===== src/rtl/permit_loop_pkg.sv =====
package permit_loop_pkg;

  // Shortest accepted rising-edge interval in sample cycles (rounded down, never 0).
  function automatic int unsigned gap_min(input int unsigned spp, input int unsigned tol_pct);
    int unsigned v;
    v = (spp * (100 - tol_pct)) / 100;
    if (v < 1) v = 1;
    return v;
  endfunction

  // Longest accepted rising-edge interval in sample cycles (rounded up).
  function automatic int unsigned gap_max(input int unsigned spp, input int unsigned tol_pct);
    return (spp * (100 + tol_pct) + 99) / 100;
  endfunction

  typedef enum logic {
    SRC_RELAY  = 1'b0,
    SRC_ORIGIN = 1'b1
  } loop_src_e;

endpackage


===== src/rtl/loop_sync_edge.sv =====
module loop_sync_edge #(
  parameter int unsigned STAGES = 2
) (
  input  logic clk,
  input  logic rst_n,
  input  logic raw,
  output logic level,
  output logic rise
);
  logic [STAGES:0] sh_q;

  always_ff @(posedge clk or negedge rst_n) begin
    if (!rst_n) sh_q <= '0;
    else        sh_q <= {sh_q[STAGES-1:0], raw};
  end

  assign level = sh_q[STAGES-1];
  assign rise  = sh_q[STAGES-1] & ~sh_q[STAGES];
endmodule


===== src/rtl/loop_carrier_gen.sv =====
module loop_carrier_gen #(
  parameter int unsigned SPP = 4
) (
  input  logic clk,
  input  logic rst_n,
  output logic wave
);
  localparam int unsigned PW = (SPP > 1) ? $clog2(SPP) : 1;
  localparam logic [PW-1:0] LAST = PW'(SPP - 1);
  localparam logic [PW-1:0] HALF = PW'(SPP / 2);

  logic [PW-1:0] phase_q;

  always_ff @(posedge clk or negedge rst_n) begin
    if (!rst_n)             phase_q <= '0;
    else if (phase_q == LAST) phase_q <= '0;
    else                    phase_q <= phase_q + 1'b1;
  end

  assign wave = (phase_q < HALF);
endmodule


===== src/rtl/loop_period_monitor.sv =====
module loop_period_monitor
  import permit_loop_pkg::*;
#(
  parameter int unsigned SPP          = 4,
  parameter int unsigned TOL_PCT      = 20,
  parameter int unsigned LOCK_PERIODS = 16
) (
  input  logic clk,
  input  logic rst_n,
  input  logic rise,
  output logic carrier_ok
);
  localparam int unsigned MIN_I = gap_min(SPP, TOL_PCT);
  localparam int unsigned MAX_I = gap_max(SPP, TOL_PCT);
  localparam int unsigned CW    = $clog2(MAX_I + 2);
  localparam int unsigned RW    = $clog2(LOCK_PERIODS + 1);
  localparam logic [CW-1:0] GAP_LO  = CW'(MIN_I);
  localparam logic [CW-1:0] GAP_HI  = CW'(MAX_I);
  localparam logic [CW-1:0] GAP_SAT = CW'(MAX_I + 1);
  localparam logic [RW-1:0] RUN_TOP = RW'(LOCK_PERIODS);

  logic [CW-1:0] gap_q;
  logic [RW-1:0] run_q;
  logic          in_range;

  assign in_range = (gap_q >= GAP_LO) && (gap_q <= GAP_HI);

  always_ff @(posedge clk or negedge rst_n) begin
    if (!rst_n) begin
      gap_q <= GAP_SAT;
      run_q <= '0;
    end else if (rise) begin
      gap_q <= CW'(1);
      if (!in_range)             run_q <= '0;
      else if (run_q != RUN_TOP) run_q <= run_q + 1'b1;
    end else begin
      if (gap_q != GAP_SAT) gap_q <= gap_q + 1'b1;
      // no edge by the last acceptable cycle: carrier is gone
      if (gap_q >= GAP_HI) run_q <= '0;
    end
  end

  assign carrier_ok = (run_q == RUN_TOP);
endmodule


===== src/rtl/loop_lane.sv =====
module loop_lane
  import permit_loop_pkg::*;
#(
  parameter int unsigned SPP          = 4,
  parameter int unsigned TOL_PCT      = 20,
  parameter int unsigned LOCK_PERIODS = 16,
  parameter int unsigned SYNC_STAGES  = 2
) (
  input  logic clk,
  input  logic rst_n,
  input  logic origin_sel,
  input  logic local_permit,
  input  logic lane_in,
  output logic lane_out,
  output logic lane_ok
);
  logic      synced, rise, gen_wave, src_bit, out_q;
  loop_src_e src_mode;

  loop_sync_edge #(.STAGES(SYNC_STAGES)) u_sync (
    .clk(clk), .rst_n(rst_n), .raw(lane_in), .level(synced), .rise(rise)
  );

  loop_period_monitor #(.SPP(SPP), .TOL_PCT(TOL_PCT), .LOCK_PERIODS(LOCK_PERIODS)) u_mon (
    .clk(clk), .rst_n(rst_n), .rise(rise), .carrier_ok(lane_ok)
  );

  loop_carrier_gen #(.SPP(SPP)) u_gen (
    .clk(clk), .rst_n(rst_n), .wave(gen_wave)
  );

  assign src_mode = loop_src_e'(origin_sel);
  assign src_bit  = (src_mode == SRC_ORIGIN) ? gen_wave : synced;

  always_ff @(posedge clk or negedge rst_n) begin
    if (!rst_n) out_q <= 1'b0;
    else        out_q <= local_permit & src_bit;
  end

  assign lane_out = out_q;
endmodule


===== src/rtl/permit_loop_node.sv =====
module permit_loop_node #(
  parameter int unsigned NUM_LOOPS    = 2,
  parameter int unsigned SPP          = 4,
  parameter int unsigned TOL_PCT      = 20,
  parameter int unsigned LOCK_PERIODS = 16,
  parameter int unsigned SYNC_STAGES  = 2
) (
  input  logic                 clk,
  input  logic                 rst_n,
  input  logic                 origin_sel,
  input  logic                 local_permit,
  input  logic [NUM_LOOPS-1:0] loop_in,
  output logic [NUM_LOOPS-1:0] loop_out,
  output logic [NUM_LOOPS-1:0] permit_info,
  output logic                 dump_req
);
  logic dump_q;

  for (genvar g = 0; g < NUM_LOOPS; g++) begin : g_lane
    loop_lane #(
      .SPP(SPP), .TOL_PCT(TOL_PCT), .LOCK_PERIODS(LOCK_PERIODS), .SYNC_STAGES(SYNC_STAGES)
    ) u_lane (
      .clk(clk), .rst_n(rst_n), .origin_sel(origin_sel), .local_permit(local_permit),
      .lane_in(loop_in[g]), .lane_out(loop_out[g]), .lane_ok(permit_info[g])
    );
  end

  always_ff @(posedge clk or negedge rst_n) begin
    if (!rst_n) dump_q <= 1'b1;
    else        dump_q <= origin_sel & ~(&permit_info);
  end

  assign dump_req = dump_q;
endmodule


===== config.mk =====
export PLATFORM = sky130hd
export DESIGN_NAME = permit_loop_node
export DESIGN_NICKNAME = d
export VERILOG_FILES = /design/src/rtl/permit_loop_pkg.sv /design/src/rtl/loop_sync_edge.sv /design/src/rtl/loop_carrier_gen.sv /design/src/rtl/loop_period_monitor.sv /design/src/rtl/loop_lane.sv /design/src/rtl/permit_loop_node.sv
export SDC_FILE = /design/constraint.sdc
export NUM_CORES = 1
export LEC_CHECK = 0
export BUFFER_PORTS_ARGS = -buffer_cell sky130_fd_sc_hd__buf_2
export CORE_ASPECT_RATIO = 0.75
export CORE_MARGIN = 2
export CORE_UTILIZATION = 30
export CTS_CLUSTER_DIAMETER = 200
export DETAILED_ROUTE_END_ITERATION = 6
export PLACE_DENSITY = 0.43
export RECOVER_POWER = 100
export SYNTH_ARGS = -nofsm -noshare
export SYNTH_HDL_FRONTEND = slang
export SYNTH_SLANG_ARGS = --single-unit

===== constraint.sdc =====
create_clock -name clk -period 3.2 [get_ports clk]
set_input_delay 0.64 -clock clk [delete_from_list [all_inputs] [get_ports clk]]
set_output_delay 0.64 -clock clk [all_outputs]
set_load 0.01 [all_outputs]

Word level (Yosys, flattened, before mapping)
Index checks and enable logic that the tools add are counted.

Add/subtract/negate cells: 6. Magnitude comparators: 8. Equality and inequality tests: 10. Muxes and demuxes: 16. Bitwise logic cells: 8. Reductions and logical operators: 9.

Operators by type and width (count): 5-bit 2-to-1 mux (8); 3-bit 2-to-1 mux (4); 3-bit != test (second input constant) (4); 5-bit by 1-bit adder with 5-bit output (second input constant) (2); 5-bit == test (second input constant) (2); 5-bit != test (second input constant) (2); 2-bit nonzero test (4); 3-bit by 1-bit adder with 3-bit output (second input constant) (2); 3-bit by 2-bit >= comparator with 1-bit output (second input constant) (2); 3-bit >= comparator (second input constant) (2); 3-bit <= comparator (second input constant) (2); 2-bit AND reduction (3); 1-bit AND (5); 2-bit by 1-bit adder with 2-bit output (second input constant) (2); 2-bit == test (second input constant) (2); 2-bit less-than comparator (second input constant) (2); 2-bit 2-to-1 mux (2); 1-bit NOT (3); 1-bit logical AND (2); 1-bit 2-to-1 mux (2).

Bits in registers: 29. Input bits: 6. Output and inout port bits: 5. Word-level logic and storage cells: 68.

Longest topological paths before layout
Gate-level depths: netlist of the first run.

Word-level depth: 4. Depth in mapped cells: 6. Mapped depth without buffers: 6.

Cells and area by module
Synthesis of the first run repeated with hierarchy kept, for this count alone.

Cell total of the unflattened synthesis: 120. Area total of the unflattened synthesis: 1452.6 sq um.

By module, submodules not included: loop_period_monitor (g_lane[1].u_lane.u_mon) (times used 1, cells an instance 45, area each 508.0 sq um, sequential area each 202.7 sq um); loop_period_monitor (g_lane[0].u_lane.u_mon) (times used 1, cells an instance 49, area each 506.7 sq um, sequential area each 202.7 sq um); loop_sync_edge (times used 2, cells an instance 4, area each 88.8 sq um, sequential area each 75.1 sq um); loop_carrier_gen (times used 2, cells an instance 5, area each 70.1 sq um, sequential area each 50.0 sq um); loop_lane (times used 2, cells an instance 3, area each 41.3 sq um, sequential area each 25.0 sq um); permit_loop_node (times used 1, cells an instance 2, area each 37.5 sq um, sequential area each 26.3 sq um).

Worst setup path after synthesis of the first run
Ideal clock, no wire load.

Path type: flip-flop to output port. From: reg g_lane[1].u_lane.u_mon.run_q[0]. To: out permit_info[1]. Data arrival time: 0.990 ns. Required time: 2.560 ns. Setup slack: 1.570 ns. Stages on the path, launching flop included: 5. Path buffers: 1. Cells stage by stage: dfrtp_1 > inv_1 > ha_1 > and4bb_2 > buf_4.

Word-level cells in the longest chain between the ends: 1.

Ends and longest elaborated chain: from (decl) (line loop_period_monitor.sv:23) `logic [RW-1:0] run_q;`; from (signal assigned) (line loop_period_monitor.sv:35) `else if (run_q != RUN_TOP) run_q <= run_q + 1'b1;`; 5-bit == test (line loop_period_monitor.sv:43) `assign carrier_ok = (run_q == RUN_TOP);`; to (decl) (line permit_loop_node.sv:14) `output logic [NUM_LOOPS-1:0] permit_info,`.

Every way passes these cells.

Final worst setup path of the first run
From: reg g_lane[1].u_lane.u_mon.gap_q[1]. To: reg g_lane[1].u_lane.u_mon.run_q[0].

Word-level cells in the longest chain between the ends: 4. Elaborated cells on any way between the ends: 9. Those cells by class: order compare (3); eq/ne (1); mux (2); reduce/logical (3).

Ends and longest elaborated chain: from (decl) (line loop_period_monitor.sv:22) `logic [CW-1:0] gap_q;`; from (signal assigned) (line loop_period_monitor.sv:37) `if (gap_q != GAP_SAT) gap_q <= gap_q + 1'b1;`; 3-bit by 2-bit >= comparator with 1-bit output / 3-bit <= comparator (equally long branches) (line loop_period_monitor.sv:26) `assign in_range = (gap_q >= GAP_LO) && (gap_q <= GAP_HI);`; 1-bit logical AND (line loop_period_monitor.sv:26); 3-bit != test (no line) / 5-bit 2-to-1 mux (equally long branches); 2-bit AND reduction (no line) / 5-bit 2-to-1 mux (equally long branches).

Parallel ways exist; a longest one is shown, timed or not. A chain may end at the register's enable or synchronous reset.

==> flow_summary.ini, run 1 <==
[outcome]
run_status = complete, but fails checks
violations = max-capacitance violations, max-slew violations

[global_route]
antenna_found_initial = 0
overflow = 0
grt_max_degree = 30
grt_pass1_vias = 929
grt_pass1_wl_mm = 4.37
track_usage_pct = 10.8

[synth]
synth_top_area_share_pct = 41.7
yosysUniqueCellTypes = 35
yosys_warnings = 0
syn-mean-instance-area_um2 = 11.5
synth_area_leader_cell = dfrtp_1
netlist_area_um2 = 1440
synth_edf_count = 0
synth_cells = 125
postSynthRegisterBits = 29
synthTopCellsByCount = dfrtp_1 (24), ha_1 (14), nand2_1 (12)
syn_nets = 145
ys_seq_area_share_pct = 50.8
synthArstFlopShare_pct = 100
synth_flop_cell = dfrtp_1
synth_area_leaders = dfrtp_1 (42%), ha_1 (12%), dfstp_2 (9.1%)
yosys.cell_count.top_type = dfrtp_1

[cts]
clock_latency_ns = 0.28
numCtsBuffers = 5
root_buffer = clkbuf_8
cts_tree = built
clk_pin_slew_ns = 0.06
cts.sinks = 29
clockBufferDepth = 2
ctsHoldBuffers = 0
cts-resized-gates = 0
postCtsSetupBuffers = 0
htree_levels = 2

[drt]
routed_via_density = 4.58
first_pass_iters = 4
drc_errors = 0
antenna_left = 0
vias = 897
drt-total-wl_mm = 2.40
drt_iter0_markers = 47
routedWlPerCell_um = 12.3

[setup_path]
cp_slowest_cell = o311ai_0
cp_cell_sequence = inv_1 > ha_1 > o311ai_0 > o21ai_2 > mux2_1
end_kind = flip-flop
critPathMaxFanout = 7
max_stage_delay_ns = 0.87
cp-start-kind = flip-flop
crit_type = flip-flop to flip-flop
required_ns = 3.36
crit_arrival_ns = 2.50

[die]
die-area_um2 = 5380
core.rowCount = 21
die_x_um = 84.0
initial_utilization_pct = 31.7
io_pins = 11
die_h_um = 64
core_area_um2 = 4550

[power]
powerDensity_nw_per_um2 = 736
power_leakage_nw = 0.743
p_total_mw = 1.17
peakVddDrop_mv = 0.285

[sta]
period_needed_ns = 2.34
worst_pin_slew_ns = 1.57
clock.fmax_mhz = 427
maxSlewViolCount = 30
setup_viol_count_final = 0
skew_ns = 0.00715
hold_violations = 0
slew_headroom_pct = -4.97
min_period_over_period_pct = 73.1
setup-tns-final_ns = 0
rsz0062_at_grt = no

[layout]
antennaDiodeCount = 0
fillCellCount = 460
syn_to_final_growth_pct = 10.5
drive_above_1_share_pct = 14.4
finalNetCount = 158

[place]
dp_hpwl_mm = 1.75
finalWeightedCongestion = 0.718
io_buffers = 10

[hold_path]
min-delay-path-class = flip-flop to flip-flop

[run]
maxCapViolCount = 1
## final cells by class
type | count | area [um2] | area share (%)
sequential | 29 | 732 | 46.0
multi-input combinational | 81 | 603 | 37.9
clock buffer | 7 | 96.3 | 6.05
tap | 57 | 71.3 | 4.48
timing repair buffer | 10 | 42.5 | 2.67
inverter | 11 | 41.3 | 2.59
clock inverter | 1 | 5.00 | 0.314
## path summary, 6_finish.rpt
path                       slack [ns]                         endpoint                       startpoint  cells past startpoint
hold / removal                   0.36  g_lane[1].u_lane.u_sync.sh_q[1]  g_lane[1].u_lane.u_sync.sh_q[0]                      0
setup / recovery                 0.86  g_lane[1].u_lane.u_mon.run_q[0]  g_lane[1].u_lane.u_mon.gap_q[1]                      5
max in group asynchronous        1.54  g_lane[1].u_lane.u_mon.run_q[1]                            rst_n                      1
min in group asynchronous        0.74  g_lane[0].u_lane.u_mon.gap_q[0]                            rst_n                      1
setup reg to reg                 0.86  g_lane[1].u_lane.u_mon.run_q[0]  g_lane[1].u_lane.u_mon.gap_q[1]                      5
hold reg to reg                  0.36  g_lane[1].u_lane.u_sync.sh_q[1]  g_lane[1].u_lane.u_sync.sh_q[0]                      0
## stage by stage
| stage | hold WS, ns | setup slack, ns | cell area (um2) | std cells | utilization, % |
|---|---|---|---|---|---|
| 5_1_grt | 0.373 | 0.656 | 1590 | 196 | 35.0 |
| 2_1_floorplan | 0.331 | 1.57 | 1440 | 125 | - |
| 4_1_cts | 0.361 | 1.13 | 1630 | 196 | 35.9 |
| 3_3_place_gp | 0.340 | 1.46 | 1530 | 188 | 33.7 |
| 6_report | 0.357 | 0.860 | 1590 | 196 | 35.0 |
| 3_5_place_dp | 0.347 | 1.44 | 1530 | 188 | 33.7 |
## cells by family (layout without fill, tap and decap cells)
| family | after synthesis | after routing | synth area share (%) |
|---|---|---|---|
| compound gates | 26 | 26 | 14.9 |
| mux | 2 | 2 | 1.82 |
| fa+ha+maj | 14 | 14 | 12.2 |
| buf+inv | 15 | 29 | 4.95 |
| flops | 29 | 29 | 50.8 |
| xor+xnor | 6 | 6 | 3.65 |
| simple gates | 33 | 33 | 11.6 |
## worst max-delay path, delay by kind of cell, from the launching register on
kind	cells	cell delay [ns]
compound gates	2	0.97
mux	1	0.33
fa+ha+maj	1	0.19
buf+inv	1	0.08
flops	1	0.65
## routing by layer
layer | up-vias | wire, um | global-route usage (%)
met1 | 430 | 1290 | 14.5
met3 | 5 | 97 | 3.49
li1 | 451 | - | -
met2 | 11 | 962 | 14.9
met5 | - | 0 | 0
met4 | 0 | 56 | 6.65
## flip-flops by register name, summed over array words and instances, names as in the netlist
signal,cells
g_lane.u_lane.u_gen.phase_q,4
g_lane.u_lane.u_mon.run_q,10
g_lane.u_lane.u_mon.gap_q,6
dump_req,1
g_lane.u_lane.lane_out,2
g_lane.u_lane.u_sync.sh_q,6
## power by group
part,internal (mW),total (mW),switching (mW),leakage (nW)
Combinational,0.145,0.297,0.153,0.335
Clock,0.194,0.331,0.137,0.0542
Sequential,0.449,0.543,0.0938,0.354
## cell usage in the layout (no fill, tap or decap), drive strengths merged
cell type / instances
a22o: 4
nand3: 4
ha: 14
nor2: 8
o31ai: 1
clkbuf: 13
o21a: 1
nand2b: 2
and4bb: 1
o22ai: 1
nor3: 1
a21o: 1
and2b: 1
dfrtp: 24
a211o: 2
inv: 11
o21ai: 6
nor2b: 3
clkinv: 1
nand2: 12
a21boi: 1
buf: 4
a21oi: 2
xor2: 4
dfstp: 5
xnor2: 2
o211a: 2
and2: 1
mux2: 2
a211oi: 4
o311ai: 1
(Power assumes the default switching activity.)
==> run 2, diff against run 1 <==
- clock period: 3.2 -> 2.2 ns (I/O delays scaled with it)
==> run 2 against run 1 <==
- the run ends with max-capacitance violations left
- wire length decreased by 4.1%
- highest routed layer unchanged
- clock skew is 0.0043 ns lower
- die area did not move
- count of clock-buffer cells in the layout shrank 1
- first-iteration DRC count up 47%
- power up 42%
- sequential share of layout area down 0.14 points
==> flow_summary.ini, run 2 (synthesized netlist as in run 1, its figures left out) <==
[place]
dp.cells = 188
placed_cell_area_um2 = 1530
io_buffers = 10
finalWeightedCongestion = 0.718
dp_hpwl_mm = 1.71

[layout]
antennaDiodeCount = 0
drive_above_1_share_pct = 15.8
layout_commonest_cell = dfrtp_1
reg_top3 = g_lane.u_lane.u_mon.run_q x10, g_lane.u_lane.u_mon.gap_q x6, g_lane.u_lane.u_sync.sh_q x6
regMostFlops = g_lane.u_lane.u_mon.run_q
syn_to_final_growth_pct = 10.9
design_area_um2 = 1600
final_util_pct = 35.1
layout_common_cells = dfrtp_1 (24), ha_1 (14), nand2_1 (12)
stdcell_count = 196
largest_register_ff_count = 10
fillCellCount = 460
finalNetCount = 158

[cts]
numCtsBuffers = 5
clk_pin_slew_ns = 0.06
clock_latency_ns = 0.27
cts.sinks = 29
ctsHoldBuffers = 0
cts_tree = built
cts-resized-gates = 0
htree_levels = 2
clockBufferDepth = 2
postCtsSetupBuffers = 0
root_buffer = clkbuf_8

[sta]
clock.fmax_mhz = 524
hold_violations = 0
setup-tns-final_ns = 0
slew_headroom_pct = 0.492
rsz0062_at_grt = no
period_needed_ns = 1.91
maxSlewViolCount = 0
worst_pin_slew_ns = 1.49
skew_ns = 0.00282
setup_viol_count_final = 0
min_period_over_period_pct = 86.7

[setup_path]
critical_path_buf_inv_count = 2
end_kind = output port
crit_type = flip-flop to output port
max_stage_delay_ns = 0.41
cp_top_family = flip-flops
required_ns = 1.76
crit_arrival_ns = 1.47
cp_cell_sequence = inv_1 > ha_1 > nand2_1 > nor3_2 > clkbuf_1
cp_slowest_cell = dfrtp_1
critPathMaxFanout = 4
cp-start-kind = flip-flop

[drt]
antenna_left = 0
routed_via_density = 4.42
vias = 866
routedWlPerCell_um = 11.8
drc_errors = 0
drt_iter0_markers = 69
drt-total-wl_mm = 2.31
first_pass_iters = 4

[power]
peakVddDrop_mv = 0.352
power.switching_mw = 0.569
p_sw_share_pct = 34.2
p_int_mw = 1.09
p_clk_share_pct = 24.4
p_seq_share_pct = 47.3
comb_power_share_pct = 28.3
powerDensity_nw_per_um2 = 1040
power_leakage_nw = 0.744

[global_route]
use_met1_pct = 14.1
antenna_found_initial = 0
overflow = 0
grt_max_degree = 30
grt_pass1_wl_mm = 4.27
grt_pass1_vias = 896
busiest_layer = met2
grt.met2_usage_pct = 14.6
track_usage_pct = 10.0
use_met3_pct = 3.49

[run]
maxCapViolCount = 1

[die]
die-area_um2 = 5380
io_pins = 11
die_x_um = 84.0
core.rowCount = 21
initial_utilization_pct = 31.7
core_area_um2 = 4550
die_h_um = 64

[outcome]
run_status = complete, but fails checks
violations = max-capacitance violations

[hold_path]
min-delay-path-class = primary input to flip-flop
-- run 2: power groups by stage --
stage	clock, mW	combinational (mW)	sequential [mW]
after floorplan	0	0.396	0.774
after global placement	0	0.478	0.800
after detailed placement	0	0.487	0.808
after CTS	0.423	0.494	0.798
after global routing	0.461	0.544	0.812
final	0.407	0.470	0.787
-- run 2: cell type report --
cell class / instances / area [um2] / area share (%)
clock buffer: 6 / 72.6 / 4.55
clock inverter: 2 / 10.0 / 0.627
inverter: 11 / 41.3 / 2.59
multi-input combinational: 81 / 626 / 39.2
sequential: 29 / 732 / 45.8
tap: 57 / 71.3 / 4.47
timing repair buffer: 10 / 43.8 / 2.74
-- run 2: path summary, 6_finish.rpt --
kind | from | to | slack [ns] | cells past startpoint
max in group asynchronous | rst_n | g_lane[1].u_lane.u_gen.phase_q[1] | 0.81 | 1
min | loop_in[1] | g_lane[1].u_lane.u_sync.sh_q[0] | 0.28 | 1
min in group asynchronous | rst_n | g_lane[1].u_lane.u_mon.run_q[0] | 0.52 | 1
max reg2reg | g_lane[1].u_lane.u_mon.gap_q[1] | g_lane[1].u_lane.u_mon.run_q[0] | 0.37 | 5
min reg2reg | g_lane[1].u_lane.u_sync.sh_q[0] | g_lane[1].u_lane.u_sync.sh_q[1] | 0.35 | 0
max | g_lane[0].u_lane.u_mon.run_q[0] | permit_info[0] | 0.29 | 5
-- run 2: layer usage --
metal,routed length (um),up-vias
met5,0,-
met2,950,9
li1,-,450
met3,71,2
met4,18,0
met1,1270,405
-- run 2: through the flow --
stage | worst slack, ns | hold WS (ns) | power, mW
floorplan | 0.578 | 0.144 | 1.17
global placement | 0.516 | 0.337 | 1.28
detailed placement | 0.481 | 0.335 | 1.29
CTS | 0.261 | 0.212 | 1.72
global route | 0.217 | 0.255 | 1.82
finish | 0.293 | 0.276 | 1.66
==> run 3, diff against run 2 <==
- CORE_UTILIZATION: 30 -> 25
- PLACE_DENSITY: 0.43 -> 0.37
- SYNTH_HIERARCHICAL: default -> 1
==> run 3 against run 2 <==
- the run ends with max-capacitance violations, max-slew violations left
- synthesized cell count fell by 4.0%
- sequential share of layout area fell by 2.7 points
- final area up 6.3%
- global-route usage shrank 0.75 points
- core utilization shrank 5.4 points
- largest power group unchanged
==> flow_summary.ini, run 3 <==
[sta]
skew_ns = 0.00145
clock.fmax_mhz = 541
maxSlewViolCount = 30
worst_pin_slew_ns = 1.56
setup-tns-final_ns = 0
hold_ws_ns = 0.263
period_needed_ns = 1.85
setup_viol_count_final = 0
slew_headroom_pct = -4.24
min_period_over_period_pct = 84.1
rsz0062_at_grt = no
hold_violations = 0
setup_ws_ns = 0.351

[layout]
layout_common_cells = dfrtp_1 (24), ha_1 (14), inv_1 (13)
layout_commonest_cell = dfrtp_1
largest_register_ff_count = 10
drive_above_1_share_pct = 18.8
syn_to_final_growth_pct = 16.8
finalNetCount = 157
reg_top3 = g_lane.u_lane/u_mon/run_q x10, g_lane.u_lane/u_mon/gap_q x6, g_lane.u_lane/u_sync/sh_q x6
design_area_um2 = 1700
regMostFlops = g_lane.u_lane/u_mon/run_q
fillCellCount = 619
antennaDiodeCount = 0

[cts]
htree_levels = 2
clockBufferDepth = 2
clk_pin_slew_ns = 0.07
cts.sinks = 29
root_buffer = clkbuf_8
postCtsSetupBuffers = 0
numCtsBuffers = 5
cts_tree = built
cts-resized-gates = 0
clock_latency_ns = 0.28
ctsHoldBuffers = 0

[setup_path]
cp_cell_sequence = ha_1 > ha_1 > a211oi_1 > o32ai_1 > mux2_2
crit_arrival_ns = 2.01
cp-startpoint = g_lane[1].u_lane/u_mon/gap_q[0]
crit_type = flip-flop to flip-flop
cpMostUsedCell = ha_1
max_stage_delay_ns = 0.45
required_ns = 2.36
cp-start-kind = flip-flop
reg2reg_from = g_lane[1].u_lane/u_mon/gap_q[0]
critPathMaxFanout = 5
end_kind = flip-flop
cp_slowest_cell = dfrtp_1

[synth]
yosys.cell_count.top_type = dfrtp_1
postSynthRegisterBits = 29
syn_nets = 140
synth_area_leader_cell = dfrtp_1
synthTopCellsByCount = dfrtp_1 (24), ha_1 (14), inv_1 (13)
ys_seq_area_share_pct = 50.4
syn-mean-instance-area_um2 = 12.1
yosysUniqueCellTypes = 36
synth_area_leaders = dfrtp_1 (41%), ha_1 (12%), dfstp_2 (9.0%)
synth_flop_cell = dfrtp_1
synth_cells = 120
netlist_area_um2 = 1450
synth_edf_count = 0
synth_top_area_share_pct = 41.3
synthArstFlopShare_pct = 100
yosys_warnings = 6

[place]
io_buffers = 10
dp_hpwl_mm = 1.76
finalWeightedCongestion = 0.695
placed_cell_area_um2 = 1600
dp_slack_ns = 0.470

[power]
power_leakage_nw = 0.754
powerDensity_nw_per_um2 = 1090
peakVddDrop_mv = 0.334
p_seq_share_pct = 42.6
power.switching_mw = 0.599
p_int_mw = 1.25
p_sw_share_pct = 32.4
p_clk_share_pct = 31.3
comb_power_share_pct = 26.1

[die]
die_h_um = 70.0
core_area_um2 = 5710
core.rowCount = 24
die_x_um = 92.0
io_pins = 11
die-area_um2 = 6440
initial_utilization_pct = 25.5

[global_route]
grt_pass1_wl_mm = 4.59
overflow = 0
grt_max_degree = 30
track_usage_pct = 9.30
grt_pass1_vias = 979
antenna_found_initial = 0

[drt]
drt-total-wl_mm = 2.44
wl_met1_mm = 1.24
vias = 906
routedWlPerCell_um = 11.3
route.met3.wl_um = 108
wl_met2_mm = 1.06
highest-signal-layer = met4
drc_errors = 0
drt_iter0_markers = 41
first_pass_iters = 4
antenna_left = 0
routed_via_density = 4.19

[run]
maxCapViolCount = 1

[hold_path]
worstHoldStart = loop_in[0]
min-delay-path-class = primary input to flip-flop

[outcome]
violations = max-capacitance violations, max-slew violations
run_status = complete, but fails checks
==> run 3: cell count changes in the layout (fill, tap and decap cells not counted), sizes merged, moves of 2 or more <==
| cell | before | now |
|---|---|---|
| o211a | 2 | 0 |
| o21ai | 6 | 4 |
| or2 | 0 | 2 |
| clkinv | 2 | 0 |
| o32ai | 0 | 2 |
| nor2b | 3 | 6 |
| o2bb2ai | 0 | 2 |
| inv | 11 | 14 |
| mux2i | 0 | 2 |
| nand2 | 12 | 4 |
==> run 3: critical path: cells and delay by family, from the launching register on <==
kind	cells	cell delay, ns
compound gates	2	0.61
mux	1	0.28
fa+ha+maj	2	0.40
flops	1	0.45
==> run 3: power by group through the flow <==
stage               sequential (mW)  combinational [mW]  clock [mW]
floorplan                     0.778               0.415           0
global placement              0.804               0.512           0
detailed placement            0.810               0.515           0
CTS                           0.800               0.518       0.601
global route                  0.813               0.582       0.635
finish                        0.788               0.483       0.578
==> run 3: layout make-up <==
class                           instances  area [um2]  share of cell area [%]
Multi-Input combinational cell         77         652                    38.4
Timing Repair Buffer                   10        42.5                    2.51
Sequential cell                        29         732                    43.1
Clock buffer                            6        82.6                    4.87
Clock inverter                          2        37.5                    2.21
Inverter                               14        52.6                    3.10
Tap cell                               78        97.6                    5.75
==> run 3: path summary, 6_finish.rpt <==
path / endpoint / slack, ns / cells after the start
worst min register to register: g_lane[0].u_lane/u_sync/sh_q[1] / 0.35 / 0
worst max register to register: g_lane[1].u_lane/u_mon/run_q[0] / 0.35 / 5
min in group asynchronous: g_lane[1].u_lane/u_mon/run_q[4] / 0.53 / 1
worst max-delay path: g_lane[1].u_lane/u_mon/run_q[0] / 0.35 / 5
worst min-delay path: g_lane[0].u_lane/u_sync/sh_q[0] / 0.26 / 1
max in group asynchronous: g_lane[0].u_lane/u_mon/run_q[0] / 0.74 / 1
==> run 3: per-stage QoR <==
stage	instances	power (mW)	utilization, %
3_5_place_dp	208	1.32	28.0
2_1_floorplan	120	1.19	-
3_3_place_gp	208	1.32	28.0
4_1_cts	216	1.92	30.2
6_report	216	1.85	29.7
5_1_grt	216	2.03	29.7
==> run 3: routing by layer <==
layer  vias to the layer above  global-route usage [%]
li1                        443                       -
met1                       445                    12.3
met4                         0                    3.98
met3                         5                    3.67
met5                         -                       0
met2                        13                    13.5
==> run 3: cell families after synthesis <==
| family | count (synthesis) | synth area share [%] |
|---|---|---|
| adder cells (fa/ha/maj) | 14 | 12.1 |
| XOR/XNOR | 6 | 3.62 |
| AND/OR/NAND/NOR | 31 | 13.0 |
| buffers and inverters | 14 | 3.62 |
| flip-flops | 29 | 50.4 |
| multiplexers | 4 | 2.93 |
| AO/OA/AOI/OAI | 22 | 14.4 |
